### src/rtl/spi_fm_pkg.sv
package spi_fm_pkg;

    typedef enum logic [1:0] {
        ST_IDLE   = 2'd0,
        ST_ACTIVE = 2'd1,
        ST_GAP    = 2'd2
    } fm_state_e;

endpackage

### src/rtl/spi_fm_fifo.sv
module spi_fm_fifo #(
    parameter int WIDTH = 8,
    parameter int DEPTH = 8
) (
    input  logic             clk,
    input  logic             rst_n,
    input  logic             wr_en,
    input  logic [WIDTH-1:0] wr_data,
    input  logic             rd_en,
    output logic [WIDTH-1:0] rd_data,
    output logic             full,
    output logic             empty
);
    localparam int AW = (DEPTH > 1) ? $clog2(DEPTH) : 1;
    localparam int CW = $clog2(DEPTH + 1);

    logic [WIDTH-1:0] mem_q [DEPTH];
    logic [AW-1:0]    wr_ptr_d, wr_ptr_q;
    logic [AW-1:0]    rd_ptr_d, rd_ptr_q;
    logic [CW-1:0]    cnt_d, cnt_q;
    logic             do_wr, do_rd;

    assign full    = (cnt_q == CW'(DEPTH));
    assign empty   = (cnt_q == '0);
    assign rd_data = mem_q[rd_ptr_q];

    always_comb begin
        do_wr    = wr_en && !full;
        do_rd    = rd_en && !empty;
        wr_ptr_d = wr_ptr_q;
        rd_ptr_d = rd_ptr_q;
        cnt_d    = cnt_q;
        if (do_wr) begin
            wr_ptr_d = (wr_ptr_q == AW'(DEPTH - 1)) ? '0 : wr_ptr_q + 1'b1;
        end
        if (do_rd) begin
            rd_ptr_d = (rd_ptr_q == AW'(DEPTH - 1)) ? '0 : rd_ptr_q + 1'b1;
        end
        case ({do_wr, do_rd})
            2'b10:   cnt_d = cnt_q + 1'b1;
            2'b01:   cnt_d = cnt_q - 1'b1;
            default: cnt_d = cnt_q;
        endcase
    end

    always_ff @(posedge clk or negedge rst_n) begin
        if (!rst_n) begin
            wr_ptr_q <= '0;
            rd_ptr_q <= '0;
            cnt_q    <= '0;
        end else begin
            wr_ptr_q <= wr_ptr_d;
            rd_ptr_q <= rd_ptr_d;
            cnt_q    <= cnt_d;
        end
    end

    always_ff @(posedge clk) begin
        if (do_wr) begin
            mem_q[wr_ptr_q] <= wr_data;
        end
    end

endmodule

### src/rtl/spi_fm_half_timer.sv
module spi_fm_half_timer #(
    parameter int DIV_W = 8
) (
    input  logic             clk,
    input  logic             rst_n,
    input  logic             clear,
    input  logic [DIV_W-1:0] half_div,
    output logic             tick
);
    logic [DIV_W-1:0] cnt_d, cnt_q;
    logic [DIV_W-1:0] last;

    always_comb begin
        last  = (half_div == '0) ? '0 : half_div - 1'b1;
        tick  = !clear && (cnt_q >= last);
        cnt_d = (clear || tick) ? '0 : cnt_q + 1'b1;
    end

    always_ff @(posedge clk or negedge rst_n) begin
        if (!rst_n) begin
            cnt_q <= '0;
        end else begin
            cnt_q <= cnt_d;
        end
    end

endmodule

### src/rtl/spi_frame_master.sv
module spi_frame_master
    import spi_fm_pkg::*;
#(
    parameter int WORD_W     = 8,
    parameter int FIFO_DEPTH = 8,
    parameter int DIV_W      = 8
) (
    input  logic              clk,
    input  logic              rst_n,
    input  logic              enable,
    input  logic [DIV_W-1:0]  half_div,
    input  logic              tx_wr_en,
    input  logic [WORD_W-1:0] tx_wr_data,
    output logic              tx_full,
    input  logic              rx_rd_en,
    output logic [WORD_W-1:0] rx_rd_data,
    output logic              rx_empty,
    output logic              rx_overrun,
    output logic              busy,
    output logic              sclk,
    output logic              sel_n,
    output logic              mosi,
    input  logic              miso
);
    localparam int PH_LAST = 2 * WORD_W + 2;
    localparam int PH_W    = $clog2(PH_LAST + 1);

    typedef struct packed {
        fm_state_e         st;
        logic [PH_W-1:0]   ph;
        logic              sclk;
        logic              sel_n;
        logic              mosi;
        logic [WORD_W-1:0] tx_sh;
        logic [WORD_W-1:0] rx_sh;
        logic              ovr;
    } regs_t;

    regs_t r_d, r_q;

    logic              tick;
    logic              tmr_clr;
    logic              tx_pop;
    logic              tx_empty;
    logic [WORD_W-1:0] tx_head;
    logic              rx_push;
    logic              rx_full;
    logic [WORD_W-1:0] rx_word;
    logic [PH_W-1:0]   ph_n;

    spi_fm_fifo #(.WIDTH(WORD_W), .DEPTH(FIFO_DEPTH)) u_tx_q (
        .clk     (clk),
        .rst_n   (rst_n),
        .wr_en   (tx_wr_en),
        .wr_data (tx_wr_data),
        .rd_en   (tx_pop),
        .rd_data (tx_head),
        .full    (tx_full),
        .empty   (tx_empty)
    );

    spi_fm_fifo #(.WIDTH(WORD_W), .DEPTH(FIFO_DEPTH)) u_rx_q (
        .clk     (clk),
        .rst_n   (rst_n),
        .wr_en   (rx_push),
        .wr_data (rx_word),
        .rd_en   (rx_rd_en),
        .rd_data (rx_rd_data),
        .full    (rx_full),
        .empty   (rx_empty)
    );

    spi_fm_half_timer #(.DIV_W(DIV_W)) u_tmr (
        .clk      (clk),
        .rst_n    (rst_n),
        .clear    (tmr_clr),
        .half_div (half_div),
        .tick     (tick)
    );

    always_comb begin
        r_d     = r_q;
        tx_pop  = 1'b0;
        rx_push = 1'b0;
        rx_word = {r_q.rx_sh[WORD_W-2:0], miso};
        tmr_clr = (r_q.st == ST_IDLE);
        ph_n    = r_q.ph + 1'b1;

        case (r_q.st)
            ST_IDLE: begin
                r_d.sclk  = 1'b0;
                r_d.sel_n = 1'b1;
                r_d.mosi  = 1'b0;
                if (enable && !tx_empty) begin
                    tx_pop    = 1'b1;
                    r_d.tx_sh = tx_head;
                    r_d.sel_n = 1'b0;
                    r_d.ph    = '0;
                    r_d.st    = ST_ACTIVE;
                end
            end

            ST_ACTIVE: begin
                if (tick) begin
                    r_d.ph = ph_n;
                    if (ph_n == PH_W'(1)) begin
                        r_d.mosi = r_q.tx_sh[WORD_W-1];
                    end else if (ph_n == PH_W'(PH_LAST)) begin
                        r_d.sel_n = 1'b1;
                        r_d.ph    = '0;
                        r_d.st    = ST_GAP;
                    end else if (ph_n == PH_W'(PH_LAST - 1)) begin
                        r_d.sclk = 1'b0;
                        r_d.mosi = 1'b0;
                    end else if (!ph_n[0]) begin
                        r_d.sclk  = 1'b1;
                        r_d.rx_sh = rx_word;
                        if (ph_n == PH_W'(2 * WORD_W)) begin
                            rx_push = 1'b1;
                        end
                    end else begin
                        r_d.sclk  = 1'b0;
                        r_d.tx_sh = r_q.tx_sh << 1;
                        r_d.mosi  = r_q.tx_sh[WORD_W-2];
                    end
                end
            end

            ST_GAP: begin
                if (tick) begin
                    r_d.ph = ph_n;
                    if (r_q.ph[0]) begin
                        r_d.ph = '0;
                        if (enable && !tx_empty) begin
                            tx_pop    = 1'b1;
                            r_d.tx_sh = tx_head;
                            r_d.sel_n = 1'b0;
                            r_d.st    = ST_ACTIVE;
                        end else begin
                            r_d.st = ST_IDLE;
                        end
                    end
                end
            end

            default: r_d.st = ST_IDLE;
        endcase

        if (rx_push && rx_full) begin
            r_d.ovr = 1'b1;
        end
    end

    always_ff @(posedge clk or negedge rst_n) begin
        if (!rst_n) begin
            r_q       <= '0;
            r_q.st    <= ST_IDLE;
            r_q.sel_n <= 1'b1;
        end else begin
            r_q <= r_d;
        end
    end

    assign sclk       = r_q.sclk;
    assign sel_n      = r_q.sel_n;
    assign mosi       = r_q.mosi;
    assign rx_overrun = r_q.ovr;
    assign busy       = (r_q.st == ST_ACTIVE) ||
                        ((r_q.st == ST_GAP) && enable && !tx_empty);

endmodule

### config.mk
export PLATFORM = sky130hd
export DESIGN_NAME = spi_frame_master
export DESIGN_NICKNAME = d
export VERILOG_FILES = /design/src/rtl/spi_fm_pkg.sv /design/src/rtl/spi_fm_fifo.sv /design/src/rtl/spi_fm_half_timer.sv /design/src/rtl/spi_frame_master.sv
export SDC_FILE = /design/constraint.sdc
export NUM_CORES = 1
export LEC_CHECK = 0
export ABC_AREA = 1
export CAP_MARGIN = 20
export CELL_PAD_IN_SITES_DETAIL_PLACEMENT = 1
export CELL_PAD_IN_SITES_GLOBAL_PLACEMENT = 1
export CORE_MARGIN = 4
export CORE_UTILIZATION = 50
export CTS_CLUSTER_SIZE = 25
export DETAILED_ROUTE_END_ITERATION = 16
export PLACE_DENSITY = 0.79
export SYNTH_ARGS = -nofsm -noshare
export SYNTH_HDL_FRONTEND = slang
export SYNTH_SLANG_ARGS = --single-unit
export TNS_END_PERCENT = 30
### constraint.sdc
create_clock -name clk -period 6.75 [get_ports clk]
set_input_delay 0.675 -clock clk [delete_from_list [all_inputs] [get_ports clk]]
set_output_delay 0.675 -clock clk [all_outputs]
set_load 0.1 [all_outputs]
* Word level (Yosys, flattened, before mapping)
Memory sizes are Yosys's and may differ from the RTL's.
Index checks and enable logic that the tools add are counted.
** Cells by class
- Add/sub/neg operators :: 11
- Magnitude comparators :: 1
- Equality and inequality tests :: 28
- Mux-type cells :: 54
- Bitwise gates (word level) :: 4
- Reduce and logical (&&, ||, !) cells :: 31
** Operators by type and width (count)
- two-way mux 8 bit :: 6
- two-way mux 16 bit :: 2
- two-way mux 7 bit :: 4
- two-way mux 26 bit :: 1
- two-way mux 1 bit :: 25
- one-hot mux 8 bit (3 select lines) :: 1
- inequality test 2 bit, second input constant :: 10
- two-way mux 9 bit :: 2
- two-way mux 17 bit :: 1
- one-hot mux 4 bit (2 select lines) :: 2
- == test 5 bit, second input constant :: 3
- one-hot mux 5 bit (3 select lines) :: 1
- adder 3 x 1 -> 3 bit, second input constant :: 4
- == test 3 bit, second input constant :: 4
- two-way mux 3 bit :: 4
- AND reduction 4 bit :: 3
- AND reduction 6 bit :: 2
- logical AND 1 bit :: 9
- adder 4 x 1 -> 4 bit, second input constant :: 2
- adder 8 x 1 -> 8 bit, second input constant :: 1
- == test 4 bit, second input constant :: 2
- >= comparator 8 bit :: 1
- zero test 4 bit :: 2
- zero test 8 bit :: 1
- other kinds (19) :: 36
** Word-level totals
- Register bits after elaboration :: 55
- RAM bits :: 128
- Output and inout bits :: 15
- Memories kept :: 2
** Memory list
- u_rx_q.mem_q :: depth 8, width 8, read ports 1, clocked after Yosys merged registers in 0, wr ports 1, line spi_fm_fifo.sv:17 : logic [WIDTH-1:0] mem_q [DEPTH];
- u_tx_q.mem_q :: depth 8, width 8, read ports 1, clocked after Yosys merged registers in 0, wr ports 1, line spi_fm_fifo.sv:17

* Logic depth before layout (Yosys ltp)
Gate-level depths: netlist of run 1.
- Word-level depth :: 12
- Mapped depth :: 27

* Cells and area by module
Synthesis of run 1 repeated with hierarchy kept, for this count alone.
** Second synthesis, totals
- Cell total of the unflattened synthesis :: 1076
- Area total of the unflattened synthesis :: 9339.0 um^2
** By module, submodules not included
- spi_fm_fifo at u_tx_q :: times used 1, cells an instance 365, area each 3432.0 um^2
- spi_fm_fifo at u_rx_q :: times used 1, cells an instance 364, area each 3428.3 um^2
- spi_frame_master :: times used 1, cells an instance 240, area each 1702.9 um^2
- spi_fm_half_timer :: times used 1, cells an instance 107, area each 775.7 um^2

* Worst setup path after synthesis of run 1
No wires, ideal clock.
- Kind :: reg2reg
- Start :: reg u_rx_q.cnt_q[1]
- End :: reg u_rx_q.cnt_q[3]
- Setup time :: 0.121 ns
- Arrival :: 4.340 ns
- Setup slack :: 2.289 ns
- Stages on the path, launching flop included :: 14
- Period minus slack after synthesis :: 4.461 ns
- Cell sequence :: dfrtp_1 -> nor2_1 -> inv_1 -> nor3_1 -> nor2_1 -> ha_1 -> ha_1 -> nand2_1 -> nor2_1 -> a211oi_1 -> nor2_1 -> nor2_1 -> nand2_1 -> xor2_1
** Between the ends
- Cells in the longest elaborated chain, start to end :: 5
- Elaborated cells between the ends (all ways) :: 12
** Ends and longest elaborated chain
- start, declared :: line spi_fm_fifo.sv:20 : logic [CW-1:0] cnt_d, cnt_q;
- start signal, assigned :: line spi_fm_fifo.sv:54 : cnt_q <= cnt_d;
- zero test 4 bit * :: line spi_fm_fifo.sv:24 : assign empty = (cnt_q == '0);
- net rx_empty :: line spi_frame_master.sv:17 : output logic rx_empty,
- zero test 1 bit * :: line spi_fm_fifo.sv:29 : do_rd = rd_en && !empty;
- logical AND 1 bit * :: line spi_fm_fifo.sv:29
- net u_rx_q.do_rd :: line spi_fm_fifo.sv:21 : logic do_wr, do_rd;
- == test 2 x 1 -> 1 bit or == test 2 bit (tied branches) :: line spi_fm_fifo.sv:39 : case ({do_wr, do_rd})
- one-hot mux 4 bit (2 select lines) or nonzero test 2 bit (tied branches)
The timed path passes the listed nets; every way through them passes the cells marked *.
A chain may end at the register's enable or synchronous reset.

* Worst setup path after layout of run 1
- Start :: in half_div[0]
- End :: reg u_rx_q.cnt_q[3]
** Between the ends
- Cells in the longest elaborated chain, start to end :: 9
- Elaborated cells between the ends (all ways) :: 12
** Ends and longest elaborated chain
- start, declared :: line spi_frame_master.sv:11 : input logic [DIV_W-1:0] half_div,
- subtractor 8 x 1 -> 8 bit or zero test 8 bit (tied branches) :: line spi_fm_half_timer.sv:14 : last = (half_div == '0) ? '0 : half_div - 1'b1;
- two-way mux 8 bit * :: line spi_fm_half_timer.sv:14
- >= comparator 8 bit * :: line spi_fm_half_timer.sv:15 : tick = !clear && (cnt_q >= last);
- logical AND 1 bit * :: line spi_fm_half_timer.sv:15
- two-way mux 1 bit * :: line spi_frame_master.sv:104 : if (tick) begin
- two-way mux 1 bit * :: line spi_frame_master.sv:89 : case (r_q.st)
- logical AND 1 bit * :: line spi_fm_fifo.sv:28 : do_wr = wr_en && !full;
- == test 2 x 1 -> 1 bit or == test 2 bit (tied branches) :: line spi_fm_fifo.sv:39
- one-hot mux 4 bit (2 select lines) or nonzero test 2 bit (tied branches)
Every way passes the cells marked *; elsewhere a longest branch is shown, timed or not.

==> impl_results.md, run 1 <==
* Run status: finished, final reports clean
* Post-synth EDFFs at 128
* Routed len/inst at 18.5 um
* Slew at the pin closest to its max-slew limit at 1.05 ns
* Critical path arrival at 5.08 ns
* Smallest hold slack at 0.388 ns
* Mux contribution to synthesized area at 0%
* Final worst path period share at 70.6%
* Via Count at between 6000 and 7000
* P_leak at 4.06 nW
* Worst slew margin at a little under a third
* Worst Setup Slack, final at 1.98 ns
* Final WL at 20700 um
* Core area at 16800 um2
* Fill count at 1868
* Die area at 19500 um2
* Buffers plus inverters on the worst setup path at 3
* Cell Area, Placed at 9210 um2
* R2r endpoint: u_rx_q.cnt_q[3]
* FF-to-FF setup slack at 3.04 ns
* CP Launch Type: input port
* FF+latch count, synth at between 150 and 200
* Final-report max-slew violation count at 0
* Buffers on Ports at 36
* Max incr delay on CP at between 0.4 and 0.5 ns
* Ports at 37
* Antenna Diode Count at 0
* Mapped Cells at 851
* Largest net degree at the start of global routing at 55
* Top cell type's share of synthesized area at 44.3%
* Layout cells sized above 1 at slightly above 8%
* Final RePlAce weighted congestion at ~0.78
* DRT Pass-1 Iters at 5
* CP Capture Type: flip-flop
* Xor and xnor area share after synthesis at about 1.1%
* Maximum vdd drop at a little under 0.4 mV
* Hold Crit Class: input port to asynchronous set/reset pin
* CTS tree: built
* Synth Flop Type: edfxtp_1
* Worst Skew at 0.0123 ns
* Final setup TNS at 0 ns
* Detailed-route DRC error count at 0
* Compound-Gate Fraction of Synth Area at between 8 and 9%
* CTS Buf Count at 17
* Cts hold-fix bufs at 0
* Kind of critical path: input port to flip-flop
* DPL Wire Length at around 14000 um
* Reg2Reg Depth at 17
* Clock sink total at roughly 180
* Worst slack at placement at between 1.5 and 2 ns
* Synth warnings at 0
* Final #Nets at 941
* CP top delay family: simple AND/OR/NAND/NOR gates
* Area of the multi-input gates at 3080 um2
* Starting Density at 51.6%
* Dominant cells by area after synthesis: edfxtp_1 44%, dfrtp_1 15%, nand2_1 7.2%
* Root Driver: clkbuf_16
* Core Util, Final at roughly three fifths
* Cell mode on critical path: nand2_1
* Clock transition at path regs at 0.07 ns
* Setup Buffers After CTS at 0
* First DRT Iteration DRCs at 396
* Final setup violation count at 0
* Post-synthesis cell type count at 42
* Via density at 5.52
* Die Ht at 140 um
* Clk Latency, worst-skew pair at 0.44 ns
* Final min period at 4.77 ns
* Initial antenna violation count at 0
* H-Tree Level Count at 4
* Total global-route track usage at between 20% and 30%
* Post-route ant nets at 0
* Slowest CP cell: clkdlybuf4s50_1
* F_max at about 210 MHz
* Final Hold Fails at 0
* Top-count cell post-synth: nand2_1
* First-pass GRT wire length at 34500 um
* Clock tree buffer depth at 2
* R2R Path Start: r_q[20]
* Post-synth net total at 907
* Async SR Flop Fraction at ~30%
* Vias in the first global route at roughly 6800
* Synth area leader: edfxtp_1
* Reg area at 5200 um2
* Power per cell area at approximately 410 nW/um2
* Largest family of logic cells by synthesized area: simple AND/OR/NAND/NOR gates
* Post-Syn Area at 8670 um2
* Max cap viols at 0
* Avg Cell Area, Syn at 10.2 um2
* Post-route cell area at 9800 um2
* # rows at 47
* Grt total ovfl at 0
* Die W at 140 um
* Required @ worst endpoint at 7.07 ns
* Top cells by count, synth: 166 x nand2_1, 146 x nor2_1, 128 x edfxtp_1
* Synth Area in Simple Gates at between 20% and 30%
* CP max FO at 18
* Synth Area in Adders at between 5 and 6%
* CTS resizes at 0
* Seq/Total Area, Yosys at 59.9%
* RSZ-0062 raised after global routing: false
* Synth-to-layout area growth at 13.0%
cell families (layout without fill, tap and decap cells):
family,after synthesis,after routing
fa+ha+maj,34,34
xor+xnor,11,11
flops,182,182
compound gates,135,135
simple gates,391,391
buf+inv,98,145
power by group:
part | leakage (nW) | total (mW) | internal (mW) | switching (mW)
clock network | 0.282 | 0.980 | 0.526 | 0.455
registers | 1.93 | 1.47 | 1.33 | 0.138
logic | 1.84 | 1.54 | 0.429 | 1.11
area by class of cell:
class / instances / area share (%)
Sequential cell: 182 / 53.0
Multi-Input combinational cell: 571 / 31.5
Clock buffer: 18 / 4.38
Timing Repair Buffer: 38 / 3.78
Inverter: 75 / 2.92
Tap cell: 220 / 2.81
Clock inverter: 14 / 1.61
metrics by stage:
| stage | power [mW] | cells |
|---|---|---|
| global route | 4.24 | 1118 |
| global placement | 2.94 | 1086 |
| finish | 3.99 | 1118 |
| CTS | 4.03 | 1118 |
| floorplan | 2.60 | 851 |
| detailed placement | 3.04 | 1086 |
layer usage:
metal  vias up  wire length [um]  track usage [%]
met3        31               597             3.70
met4         0               376             6.88
met2       117             11400             41.1
met5         -                 0                0
li1       2962                 -                -
met1      3061              8350             26.6
worst max-delay path by stage:
| stage | startpoint | end | cells past startpoint |
|---|---|---|---|
| 2_1_floorplan | u_rx_q.cnt_q[1] | u_rx_q.cnt_q[3] | 13 |
| 3_3_place_gp | half_div[0] | u_rx_q.cnt_q[3] | 24 |
| 3_5_place_dp | half_div[0] | u_rx_q.cnt_q[3] | 27 |
| 4_1_cts | half_div[0] | u_rx_q.cnt_q[3] | 27 |
| 5_1_grt | half_div[0] | u_rx_q.cnt_q[3] | 28 |
| 6_report | half_div[0] | u_rx_q.cnt_q[3] | 27 |
layout by cell type, fill, tap and decap left out, drive strengths merged:
cell / count
nand2: 178
nor2: 156
edfxtp: 128
o21ai: 85
inv: 80
dfrtp: 53
clkdlybuf4s50: 35
ha: 32
nand3: 28
clkbuf: 18
nand4: 14
o22ai: 12
o221ai: 12
a21oi: 9
a31oi: 9
nor3: 8
xor2: 7
clkinv: 6
or2: 4
xnor2: 4
nor3b: 3
buf: 3
o21bai: 2
a211oi: 2
o211ai: 2
fa: 2
clkinvlp: 2
o31ai: 1
o21a: 1
bufinv: 1
dfstp: 1
state kept, by name (all words and copies together) (netlist names):
| signal | flops |
|---|---|
| u_tx_q.cnt_q | 4 |
| u_rx_q.cnt_q | 4 |
| sclk | 1 |
| u_rx_q.rd_ptr_q | 3 |
| sel_n | 1 |
| u_rx_q.mem_q | 64 |
| u_tx_q.rd_ptr_q | 3 |
| rx_overrun | 1 |
| u_tx_q.mem_q | 64 |
| mosi | 1 |
| r_q | 22 |
| u_tx_q.wr_ptr_q | 3 |
| u_rx_q.wr_ptr_q | 3 |
| u_tmr.cnt_q | 8 |
Note: power is estimated with default switching activity, not from simulation.
==> run 2: changes to the inputs <==
CORE_UTILIZATION = 44   (was 50)
PLACE_DENSITY = 0.74   (was 0.79)
clock period = 4 ns   (was 6.75 ns; I/O delays follow)
==> impl_results.md, run 2 (synthesized netlist as in run 1, its figures left out) <==
* Grt total ovfl at 0
* Maximum vdd drop at around 0.36 mV
* Final #Nets at 966
* DRT Pass-1 Iters at 4
* Starting Density at 44.7%
* Final min period at roughly 3.7 ns
* Root Driver: clkbuf_16
* Power per cell area at 684 nW/um2
* Worst slack at placement at -0.250 ns
* Clock power frac at 25.3%
* Slew at the pin closest to its max-slew limit at 1.04 ns
* CTS Buf Count at 17
* # rows at just over 50
* Die Ht at about 150 um
* Core Util, Final at 52.2%
* Required @ worst endpoint at 4.32 ns
* CP Capture Type: flip-flop
* P_leak at 4.23 nW
* CP Launch Type: input port
* Synth-to-layout area growth at 16.7%
* F_max at between 200 and 300 MHz
* Clock transition at path regs at approximately 0.07 ns
* Final RePlAce weighted congestion at 0.802
* Initial antenna violation count at 0
* Power, Total at 6.93 mW
* Vias in the first global route at 6606
* Final setup TNS at 0 ns
* Post-route ant nets at 0
* H-Tree Level Count at 4
* Total global-route track usage at 20.1%
* Cell Area, Placed at 9430 um2
* Setup Buffers After CTS at 0
* Via Count at just over 6000
* RSZ-0062 raised after global routing: false
* Post-route cell area at 10100 um2
* Commonest non-fill, non-tap cell in the layout: nand2_1
* Via density at 5.25
* Worst Setup Slack, final at 0.326 ns
* DPL Wire Length at around 14000 um
* Worst Skew at between 0.01 and 0.015 ns
* Reg power frac at 35.0%
* Clock sink total at between 150 and 200
* Top Registers: u_rx_q.mem_q x64, u_tx_q.mem_q x64, r_q x22
* Worst slew margin at between 30% and 40%
* Antenna Diode Count at 0
* Critical path arrival at roughly 4.0 ns
* Combinational Power Share at around two fifths
* Run status: finished, final reports clean
* Final setup violation count at 0
* Die W at roughly 150 um
* Ports at 37
* Layout cells sized above 1 at 12.5%
* Final-report max-slew violation count at 0
* Max cap viols at 0
* Cts hold-fix bufs at 0
* Largest net degree at the start of global routing at 35
* FF-to-FF setup slack at 1.06 ns
* Detailed-route DRC error count at 0
* Hold Crit Class: input port to asynchronous set/reset pin
* Clk Latency, worst-skew pair at 0.45 ns
* Routed len/inst at 17.9 um
* First DRT Iteration DRCs at slightly above 300
* Final Hold Fails at 0
* Net Sw Power at roughly 3.0 mW
* Fill count at approximately 2200
* Sw Share at 43.0%
* Internal power at 3.95 mW
* First-pass GRT wire length at 34800 um
* CTS tree: built
* Clock tree buffer depth at 2
* Die area at 22000 um2
* Buffers on Ports at 36
* Commonest non-fill, non-tap cells in the layout: 165 x nand2_1, 146 x nor2_1, 128 x edfxtp_1
* Final WL at 21200 um
* Core area at 19400 um2
* Final worst path period share at 91.9%
* CP max FO at 3
* Kind of critical path: input port to flip-flop
## run 2: changes by cell type in the layout (fill, tap and decap cells not counted), sizes merged
cell and change:
clkdlybuf4s50 -9, buf +34, clkinvlp -2, clkbuf -1, clkinv +3
## run 2: power groups by stage
stage                     sequential, mW  clock [mW]  combinational (mW)
final                               2.42        1.75                2.76
after CTS                           2.42        1.78                2.73
after global placement              2.45           0                2.62
after floorplan                     2.43           0                1.96
after global routing                2.45        1.86                3.05
after detailed placement            2.46           0                2.70
## run 2: critical path, stage by stage
cell and delay, ns:
clkdlybuf4s50_1 0.47, inv_1 0.06, ha_1 0.21, nand2_2 0.09, nor3_2 0.05, or2_2 0.28
o21ai_0 0.15, o31ai_1 0.09, ha_1 0.30, nand2_1 0.07, o21a_1 0.20, nand2_1 0.10
nand3_2 0.13, nor2_8 0.13, nand3_2 0.10, ha_4 0.20, ha_1 0.26, nand2_1 0.06
nor2_1 0.04, a211oi_2 0.23, nor2_1 0.06, nor2_1 0.09, nand2_1 0.07, xor2_1 0.14
## run 2: per-stage QoR
step,hold WS (ns),instances
2_1_floorplan,0.104,851
3_3_place_gp,0.457,1155
3_5_place_dp,0.460,1155
4_1_cts,0.0423,1187
5_1_grt,0.0726,1188
6_report,0.00651,1188
## run 2: worst paths after layout
check,startpoint,end,cells past startpoint
worst max-delay path,half_div[0],u_rx_q.cnt_q[3],24
worst min-delay path,rst_n,u_tmr.cnt_q[1],1
worst max register to register,r_q[21],u_rx_q.cnt_q[3],18
worst min register to register,r_q[9],r_q[9],2
max in group asynchronous,rst_n,sel_n,2
min in group clk,r_q[9],r_q[9],2
## run 2: layer usage
metal / global-route usage [%] / vias up / routed length [um]
li1: - / 3018 / -
met1: 25.4 / 3107 / 9220
met2: 35.9 / 88 / 11100
met3: 3.81 / 19 / 687
met4: 5.08 / 0 / 242
met5: 0 / - / 0
## run 2: what timing repair did
item | 4_1_cts | 5_1_grt
gates resized for setup | 0 | 7
endpoints found under the setup margin | 0 | 2
hold endpoints to repair | 0 | 0
## run 2: final cells by class
type	instances	area (um2)	area share, %
flip-flops and latches	182	5200	51.3
multi-input cells	571	3130	30.9
repair buffers	63	556	5.49
clock buffers	17	425	4.20
well taps	265	332	3.27
inverters	75	287	2.83
clock inverters	15	198	1.95
